<file path="config.mk">
export PLATFORM = sky130hd
export DESIGN_NAME = lnk_stat_regs
export DESIGN_NICKNAME = d
export VERILOG_FILES = /design/src/rtl/lnk_stat_pkg.sv /design/src/rtl/lnk_hold_bank.sv /design/src/rtl/lnk_ctrl_reg.sv /design/src/rtl/lnk_irq_gen.sv /design/src/rtl/lnk_stat_regs.sv
export SDC_FILE = /design/constraint.sdc
export NUM_CORES = 1
export LEC_CHECK = 0
export CORE_MARGIN = 2
export CORE_UTILIZATION = 29
export CTS_BUF_LIST = sky130_fd_sc_hd__clkbuf_2
export DETAILED_ROUTE_END_ITERATION = 10
export PLACE_DENSITY = 0.81
export SLEW_MARGIN = 25
export SYNTH_ARGS = -nofsm -noshare
export SYNTH_HDL_FRONTEND = slang
export SYNTH_HIERARCHICAL = 1
export SYNTH_SLANG_ARGS = --single-unit
</file>
<file path="constraint.sdc">
create_clock -name clk -period 1.55 [get_ports clk]
set_clock_uncertainty 0.1 [all_clocks]
set_input_delay 0.3875 -clock clk [delete_from_list [all_inputs] [get_ports clk]]
set_output_delay 0.3875 -clock clk [all_outputs]
set_load 0.1 [all_outputs]
</file>
<file path="src/rtl/lnk_stat_pkg.sv">
package lnk_stat_pkg;

    localparam int DATA_W   = 32;
    localparam int ADDR_W   = 8;
    localparam int N_HOLD   = 4;
    localparam int HOLD_LSB = 8;
    localparam int CTRL_W   = 2;

    localparam logic [ADDR_W-1:0] OFS_CTRL = ADDR_W'(0);
    localparam logic [ADDR_W-1:0] OFS_STAT = ADDR_W'(4);

    typedef enum logic [1:0] {
        SEL_NONE = 2'd0,
        SEL_CTRL = 2'd1,
        SEL_STAT = 2'd2
    } sel_e;

    typedef struct packed {
        logic lcv_alarm;
        logic bfn;
        logic hfn;
        logic rx_sync;
        logic los;
    } live_t;

    // bit 0 of the packed vector is the loss-of-signal copy
    typedef struct packed {
        logic frame;
        logic mismatch;
        logic rx_sync;
        logic los;
    } hold_t;

    typedef struct packed {
        logic rst_req_en;
        logic glb_en;
    } ctrl_t;

    function automatic sel_e decode(input logic [ADDR_W-1:0] a);
        if (a == OFS_CTRL)      return SEL_CTRL;
        else if (a == OFS_STAT) return SEL_STAT;
        else                    return SEL_NONE;
    endfunction

    function automatic logic [DATA_W-1:0] pack_status(input live_t l, input hold_t h);
        logic [DATA_W-1:0] w;
        w = '0;
        w[0] = l.los;
        w[1] = l.rx_sync;
        w[2] = l.hfn;
        w[3] = l.bfn;
        w[5] = l.lcv_alarm;
        w[HOLD_LSB +: N_HOLD] = h;
        return w;
    endfunction

    function automatic logic [DATA_W-1:0] pack_ctrl(input ctrl_t c);
        logic [DATA_W-1:0] w;
        w = '0;
        w[CTRL_W-1:0] = c;
        return w;
    endfunction

endpackage

</file>
<file path="src/rtl/lnk_hold_bank.sv">
module lnk_hold_bank #(
    parameter int N = 4
) (
    input  logic         clk,
    input  logic         rst,
    input  logic [N-1:0] set_i,
    input  logic         clr_i,
    output logic [N-1:0] hold_o
);
    for (genvar i = 0; i < N; i++) begin : g_bit
        logic q;
        always_ff @(posedge clk) begin
            if (rst)
                q <= 1'b0;
            else if (set_i[i])
                q <= 1'b1;
            else if (clr_i)
                q <= 1'b0;
        end
        assign hold_o[i] = q;
    end
endmodule

</file>
<file path="src/rtl/lnk_ctrl_reg.sv">
module lnk_ctrl_reg
    import lnk_stat_pkg::*;
(
    input  logic              clk,
    input  logic              rst,
    input  logic              wr_i,
    input  logic [CTRL_W-1:0] wdata_i,
    output ctrl_t             ctrl_o
);
    always_ff @(posedge clk) begin
        if (rst)
            ctrl_o <= '0;
        else if (wr_i)
            ctrl_o <= ctrl_t'(wdata_i);
    end
endmodule

</file>
<file path="src/rtl/lnk_irq_gen.sv">
module lnk_irq_gen
    import lnk_stat_pkg::*;
(
    input  ctrl_t ctrl_i,
    input  hold_t hold_i,
    input  logic  rst_req_i,
    output logic  irq_o
);
    logic any_src;
    always_comb begin
        any_src = (|hold_i) | (ctrl_i.rst_req_en & rst_req_i);
        irq_o   = ctrl_i.glb_en & any_src;
    end
endmodule

</file>
<file path="src/rtl/lnk_stat_regs.sv">
module lnk_stat_regs
    import lnk_stat_pkg::*;
(
    input  logic              clk,
    input  logic              rst,
    input  logic [ADDR_W-1:0] bus_addr,
    input  logic              bus_wr,
    input  logic [DATA_W-1:0] bus_wdata,
    input  logic              bus_rd,
    output logic [DATA_W-1:0] bus_rdata,
    input  logic              los_i,
    input  logic              rx_sync_i,
    input  logic              hfn_sync_i,
    input  logic              bfn_sync_i,
    input  logic              lcv_alarm_i,
    input  logic              clk_mismatch_i,
    input  logic              frame_pulse_i,
    input  logic              reset_req_i,
    output logic              irq_o
);
    sel_e  sel;
    live_t live;
    hold_t hold_set;
    hold_t hold_q;
    ctrl_t ctrl_q;
    logic  stat_rd;
    logic  ctrl_wr;

    always_comb begin
        sel       = decode(bus_addr);
        stat_rd   = bus_rd & (sel == SEL_STAT);
        ctrl_wr   = bus_wr & (sel == SEL_CTRL);
        live      = '{lcv_alarm: lcv_alarm_i, bfn: bfn_sync_i, hfn: hfn_sync_i,
                      rx_sync: rx_sync_i, los: los_i};
        hold_set  = '{frame: frame_pulse_i, mismatch: clk_mismatch_i,
                      rx_sync: rx_sync_i, los: los_i};
    end

    logic [N_HOLD-1:0] hold_vec;

    lnk_hold_bank #(.N(N_HOLD)) u_hold (
        .clk    (clk),
        .rst    (rst),
        .set_i  (hold_set),
        .clr_i  (stat_rd),
        .hold_o (hold_vec)
    );
    assign hold_q = hold_t'(hold_vec);

    lnk_ctrl_reg u_ctrl (
        .clk     (clk),
        .rst     (rst),
        .wr_i    (ctrl_wr),
        .wdata_i (bus_wdata[CTRL_W-1:0]),
        .ctrl_o  (ctrl_q)
    );

    lnk_irq_gen u_irq (
        .ctrl_i    (ctrl_q),
        .hold_i    (hold_q),
        .rst_req_i (reset_req_i),
        .irq_o     (irq_o)
    );

    always_ff @(posedge clk) begin
        if (rst)
            bus_rdata <= '0;
        else if (bus_rd) begin
            unique case (sel)
                SEL_CTRL: bus_rdata <= pack_ctrl(ctrl_q);
                SEL_STAT: bus_rdata <= pack_status(live, hold_q);
                default:  bus_rdata <= '0;
            endcase
        end
    end
endmodule

</file>
# Word level (Yosys, flattened, before mapping)
# Index checks and enable logic that the tools add are counted.
[word_totals]
reg_bits = 38
out_inout_bits = 33
[op_classes]
n_eq_ne = 3
n_mux = 8
n_bitwise = 5
n_reduce_logical = 6
[ops]
columns = ["cell", "n"]
rows = [
  ["$pmux W12 S2", 1],
  ["$eq A8 B3 Y1 const B", 1],
  ["$logic_not A8 Y1", 1],
  ["$reduce_bool A2 Y1", 4],
  ["$mux W1", 5],
  ["$and A1 B1 Y1", 4],
  ["$mux W2", 2],
  ["$reduce_or A4 Y1", 1],
  ["$eq A2 B1 Y1 const B", 1],
  ["$eq A2 B2 Y1 const B", 1],
  ["$or A1 B1 Y1", 1],
]

# Logic depth before layout (Yosys ltp)
[depth]
depth_word = 7
ltp_mapped = 5
mapped_depth_nobuf = 5

# Hierarchy
# The synthesis kept the hierarchy.
[modules_own_cells]
columns = ["mod", "instances", "cells_per_inst", "area_per_inst_um2"]
rows = [
  ["lnk_stat_regs", 1, 57, 553.0],
  ["lnk_hold_bank", 1, 20, 170.2],
  ["lnk_ctrl_reg", 1, 6, 67.6],
  ["lnk_irq_gen", 1, 3, 23.8],
]

# Least setup slack after synthesis
# OpenSTA, ideal clock, no wires.
[synth_timing]
path_type = "input port to output port"
from = "in reset_req_i"
to = "out irq_o"
arrival_ps = 1871
t_required_ps = 1062
setup_slack_ps = -809
path_stages = 2
n_path_buf = 0
cell_sequence = "nand2_1 -> a21boi_1"
[synth_via]
elab_chain_len = 3
[synth_lines]
columns = ["element", "line_no", "source"]
rows = [
  ["start, declared", "lnk_stat_regs.sv:18", "input logic reset_req_i,"],
  ["$and A1 B1 Y1", "lnk_irq_gen.sv:11", "any_src = (|hold_i) | (ctrl_i.rst_req_en & rst_req_i);"],
  ["$or A1 B1 Y1", "lnk_irq_gen.sv:11", ""],
  ["$and A1 B1 Y1", "lnk_irq_gen.sv:12", "irq_o = ctrl_i.glb_en & any_src;"],
  ["end, declared", "lnk_stat_regs.sv:19", "output logic irq_o"],
]
# Every way passes these cells.

# Final worst setup path
# Ends and elaborated chain as after synthesis.

==> metrics <==
# DRC 0; Worst IR Drop VDD 0.548 mV; CP Capture Type output port; RSZ-0062 raised after global routing true; async set-or-reset flop fraction in the synthesized netlist 0%; mapped cell area 815 um2; CP max FO 1; r2r setup slk 0.71 ns; Cell Pwr Density about 760 nW/um2; Final period util 113%; status complete, but fails checks; Min-Delay Path Class flip-flop to flip-flop; fin crit period 1.75 ns; Seq/Total Area, Yosys a little under two fifths; Pint 525 uW; FF+latch count, synth 15; total grt overflow 0; vias 625; post-synth cell types 22; chip width 57.0 um; net total in the final layout 171; Final Hold Vio Count 0; Net Sw Frac 43.6%; Crit. Startpoint reset_req_i; Worst R2R End bus_rdata[0]$_SDFFE_PP0P_; Final setup viols 1; hpwl dp 1.34 mm; CP Launch Type input pin; placed cell count 145; max cap viols 0; vias in the first global route 553; Filler Cell Count 270; first-pass GRT wire length 2.51 mm; largest net degree at the start of global routing 10; fraction of layout cells with a size suffix above 1 29.7%; worst-case clock buffer depth 2; Synth Flop Type dfxtp_1; Max Clk Rate 573 MHz; Post-Syn Instances 86; Initial Util 30.1%; drt via density ~4.2; r2r startpoint u_ctrl/ctrl_o[0]$_SDFFE_PP0P_; top post-synthesis cells by area dfxtp_1 37%, buf_4 25%, a22o_2 7.4%, mux2i_1 4.9%, nand2b_1 3.1%; site row count 19; worst setup margin -0.196 ns; Mean Syn Cell Area approximately 9.5 um2; die area 3250 um2; required time worst endpoint ~1.1 ns; P&R area growth vs syn 50.7%; Finished Layout Cells 149; # diodes 0; H-tree levels 1; hold path depth 2; Core Region approximately 2700 um2; area fraction of the dominant cell type after synthesis between 30 and 40%; Crit Path Category input pin to output port; I/O pin total 85; Clock Latency Late Sink ~0.28 ns; Logic pwr share 36.7%; initial drt markers 11; Routed WL per cell 11.7 um; Total Routing Usage GR around a tenth; Fin Hold WS 0.429 ns; leading area contributor after synthesis dfxtp_1; clock tree sinks 15; Clk pwr share about 20%; commonest cells in the synthesized netlist 27 x buf_4, 15 x dfxtp_1, 6 x a22o_2; P_sw 406 uW; Antenna Nets Post-Route 0; CTS Hold Buffers Added 0; static leakage 0.524 nW; Slew Limit Fails 0; Die H 57.0 um; YS warnings 6; TritonCTS Buffers 3; FF-to-FF path depth 2; top-count cell post-synth buf_4; initial antenna violation count 0; clock-pin transition on the worst setup and hold timing paths 0.12 ns; CTS tree built; final core utilization 45.3%; drt first pass iters 4; Port Buf Inserts 31; final WL 1.74 mm; WP data arrival 1.26 ns; failing checks setup timing; EDFF count, synth 0; Root Buffer clkbuf_2; Final GP Congestion 0.729; Setup crit end irq_o; sequential share of power between 40% and 50%
-- through the flow --
stage	cell area (um2)	total power, mW	TNS, ns	worst slack [ns]
3_5_place_dp	1170	0.746	-5.64	-0.423
2_1_floorplan	908	0.726	0	0.0257
5_1_grt	1230	0.970	-0.370	-0.256
3_3_place_gp	1170	0.742	-4.60	-0.312
6_report	1230	0.931	-0.196	-0.196
4_1_cts	1210	0.937	-0.213	-0.213
-- power groups by stage --
| stage | Combinational (mW) | Clock, mW | Sequential (mW) |
|---|---|---|---|
| 2_1_floorplan | 0.321 | 0 | 0.406 |
| 3_3_place_gp | 0.334 | 0 | 0.409 |
| 4_1_cts | 0.339 | 0.194 | 0.404 |
| 3_5_place_dp | 0.337 | 0 | 0.409 |
| 5_1_grt | 0.352 | 0.213 | 0.405 |
| 6_report | 0.342 | 0.185 | 0.404 |
-- per-layer routing --
layer  wire [um]  vias to the layer above  track usage [%]  part of all wire, %
met5           0                        -                0                    0
met4          13                        0             3.99                 0.75
met3         162                        2             4.31                  9.3
met2         902                       35             17.9                   52
met1         660                      284             10.8                   38
li1            -                      304                -                    -
-- placed cells by master, fill, tap and decap left out, types with 2 or more instances in the layout --
| cell | synthesis | routed |
|---|---|---|
| nand2b_1 | 4 | 4 |
| buf_12 | 0 | 10 |
| a22o_2 | 6 | 6 |
| buf_4 | 27 | 2 |
| inv_1 | 5 | 5 |
| dfxtp_2 | 0 | 2 |
| nor2_1 | 4 | 2 |
| nand2_1 | 3 | 3 |
| a21oi_1 | 4 | 4 |
| mux2i_1 | 4 | 4 |
| dlygate4sd2_1 | 0 | 2 |
| conb_1 | 1 | 23 |
| clkdlybuf4s50_1 | 0 | 18 |
| nor4_4 | 1 | 2 |
| dfxtp_1 | 15 | 13 |
| clkbuf_2 | 0 | 4 |
-- worst min-delay path by stage --
| stage | from | to | slack, ns |
|---|---|---|---|
| CTS | bus_rdata[0]$_SDFFE_PP0P_ | bus_rdata[0]$_SDFFE_PP0P_ | 0.42 |
| global route | u_hold/g_bit[0].q$_SDFFE_PP0P_ | u_hold/g_bit[0].q$_SDFFE_PP0P_ | 0.46 |
| floorplan | u_hold/g_bit[0].q$_SDFFE_PP0P_ | u_hold/g_bit[0].q$_SDFFE_PP0P_ | 0.34 |
| global placement | bus_rdata[0]$_SDFFE_PP0P_ | bus_rdata[0]$_SDFFE_PP0P_ | 0.39 |
| detailed placement | bus_rdata[0]$_SDFFE_PP0P_ | bus_rdata[0]$_SDFFE_PP0P_ | 0.40 |
| finish | u_hold/g_bit[2].q$_SDFFE_PP0P_ | u_hold/g_bit[2].q$_SDFFE_PP0P_ | 0.43 |
-- sequential cells by signal (all words and copies together) (netlist names) --
name / cells
bus_rdata: 9
u_ctrl/ctrl_o: 2
u_hold/g_bit.q: 4
-- repair_timing --
| action | in CTS | in global routing |
|---|---|---|
| pin swaps | 5 | 4 |
| gates cloned | 0 | 0 |
| gates resized for setup | 9 | 5 |
| buffers inserted | 0 | 0 |
| setup endpoints to repair | 16 | 16 |
| endpoints found under the hold margin | 0 | 0 |
-- worst max-delay path: stages --
cell and delay (ns):
clkdlybuf4s50_1 0.45, nand2_1 0.07, a21boi_4 0.16, buf_12 0.19
-- cells by family (layout without fill, tap and decap cells) --
family	after synthesis	count (layout)	synth area share, %
buf+inv	33	43	28.6
simple gates	19	19	15.5
flops	15	15	36.9
compound gates	14	14	13.7
mux	4	4	4.92
other cells	1	23	0.460
-- area by class of cell --
class                           instances  area [um2]  share of cell area [%]
Multi-Input combinational cell         60         410                    33.4
Sequential cell                        15         303                    24.7
Clock buffer                            4        20.0                    1.63
Timing Repair Buffer                   34         437                    35.6
Tap cell                               31        38.8                    3.16
Inverter                                5        18.8                    1.53
Power figures use the tool's default switching activity.
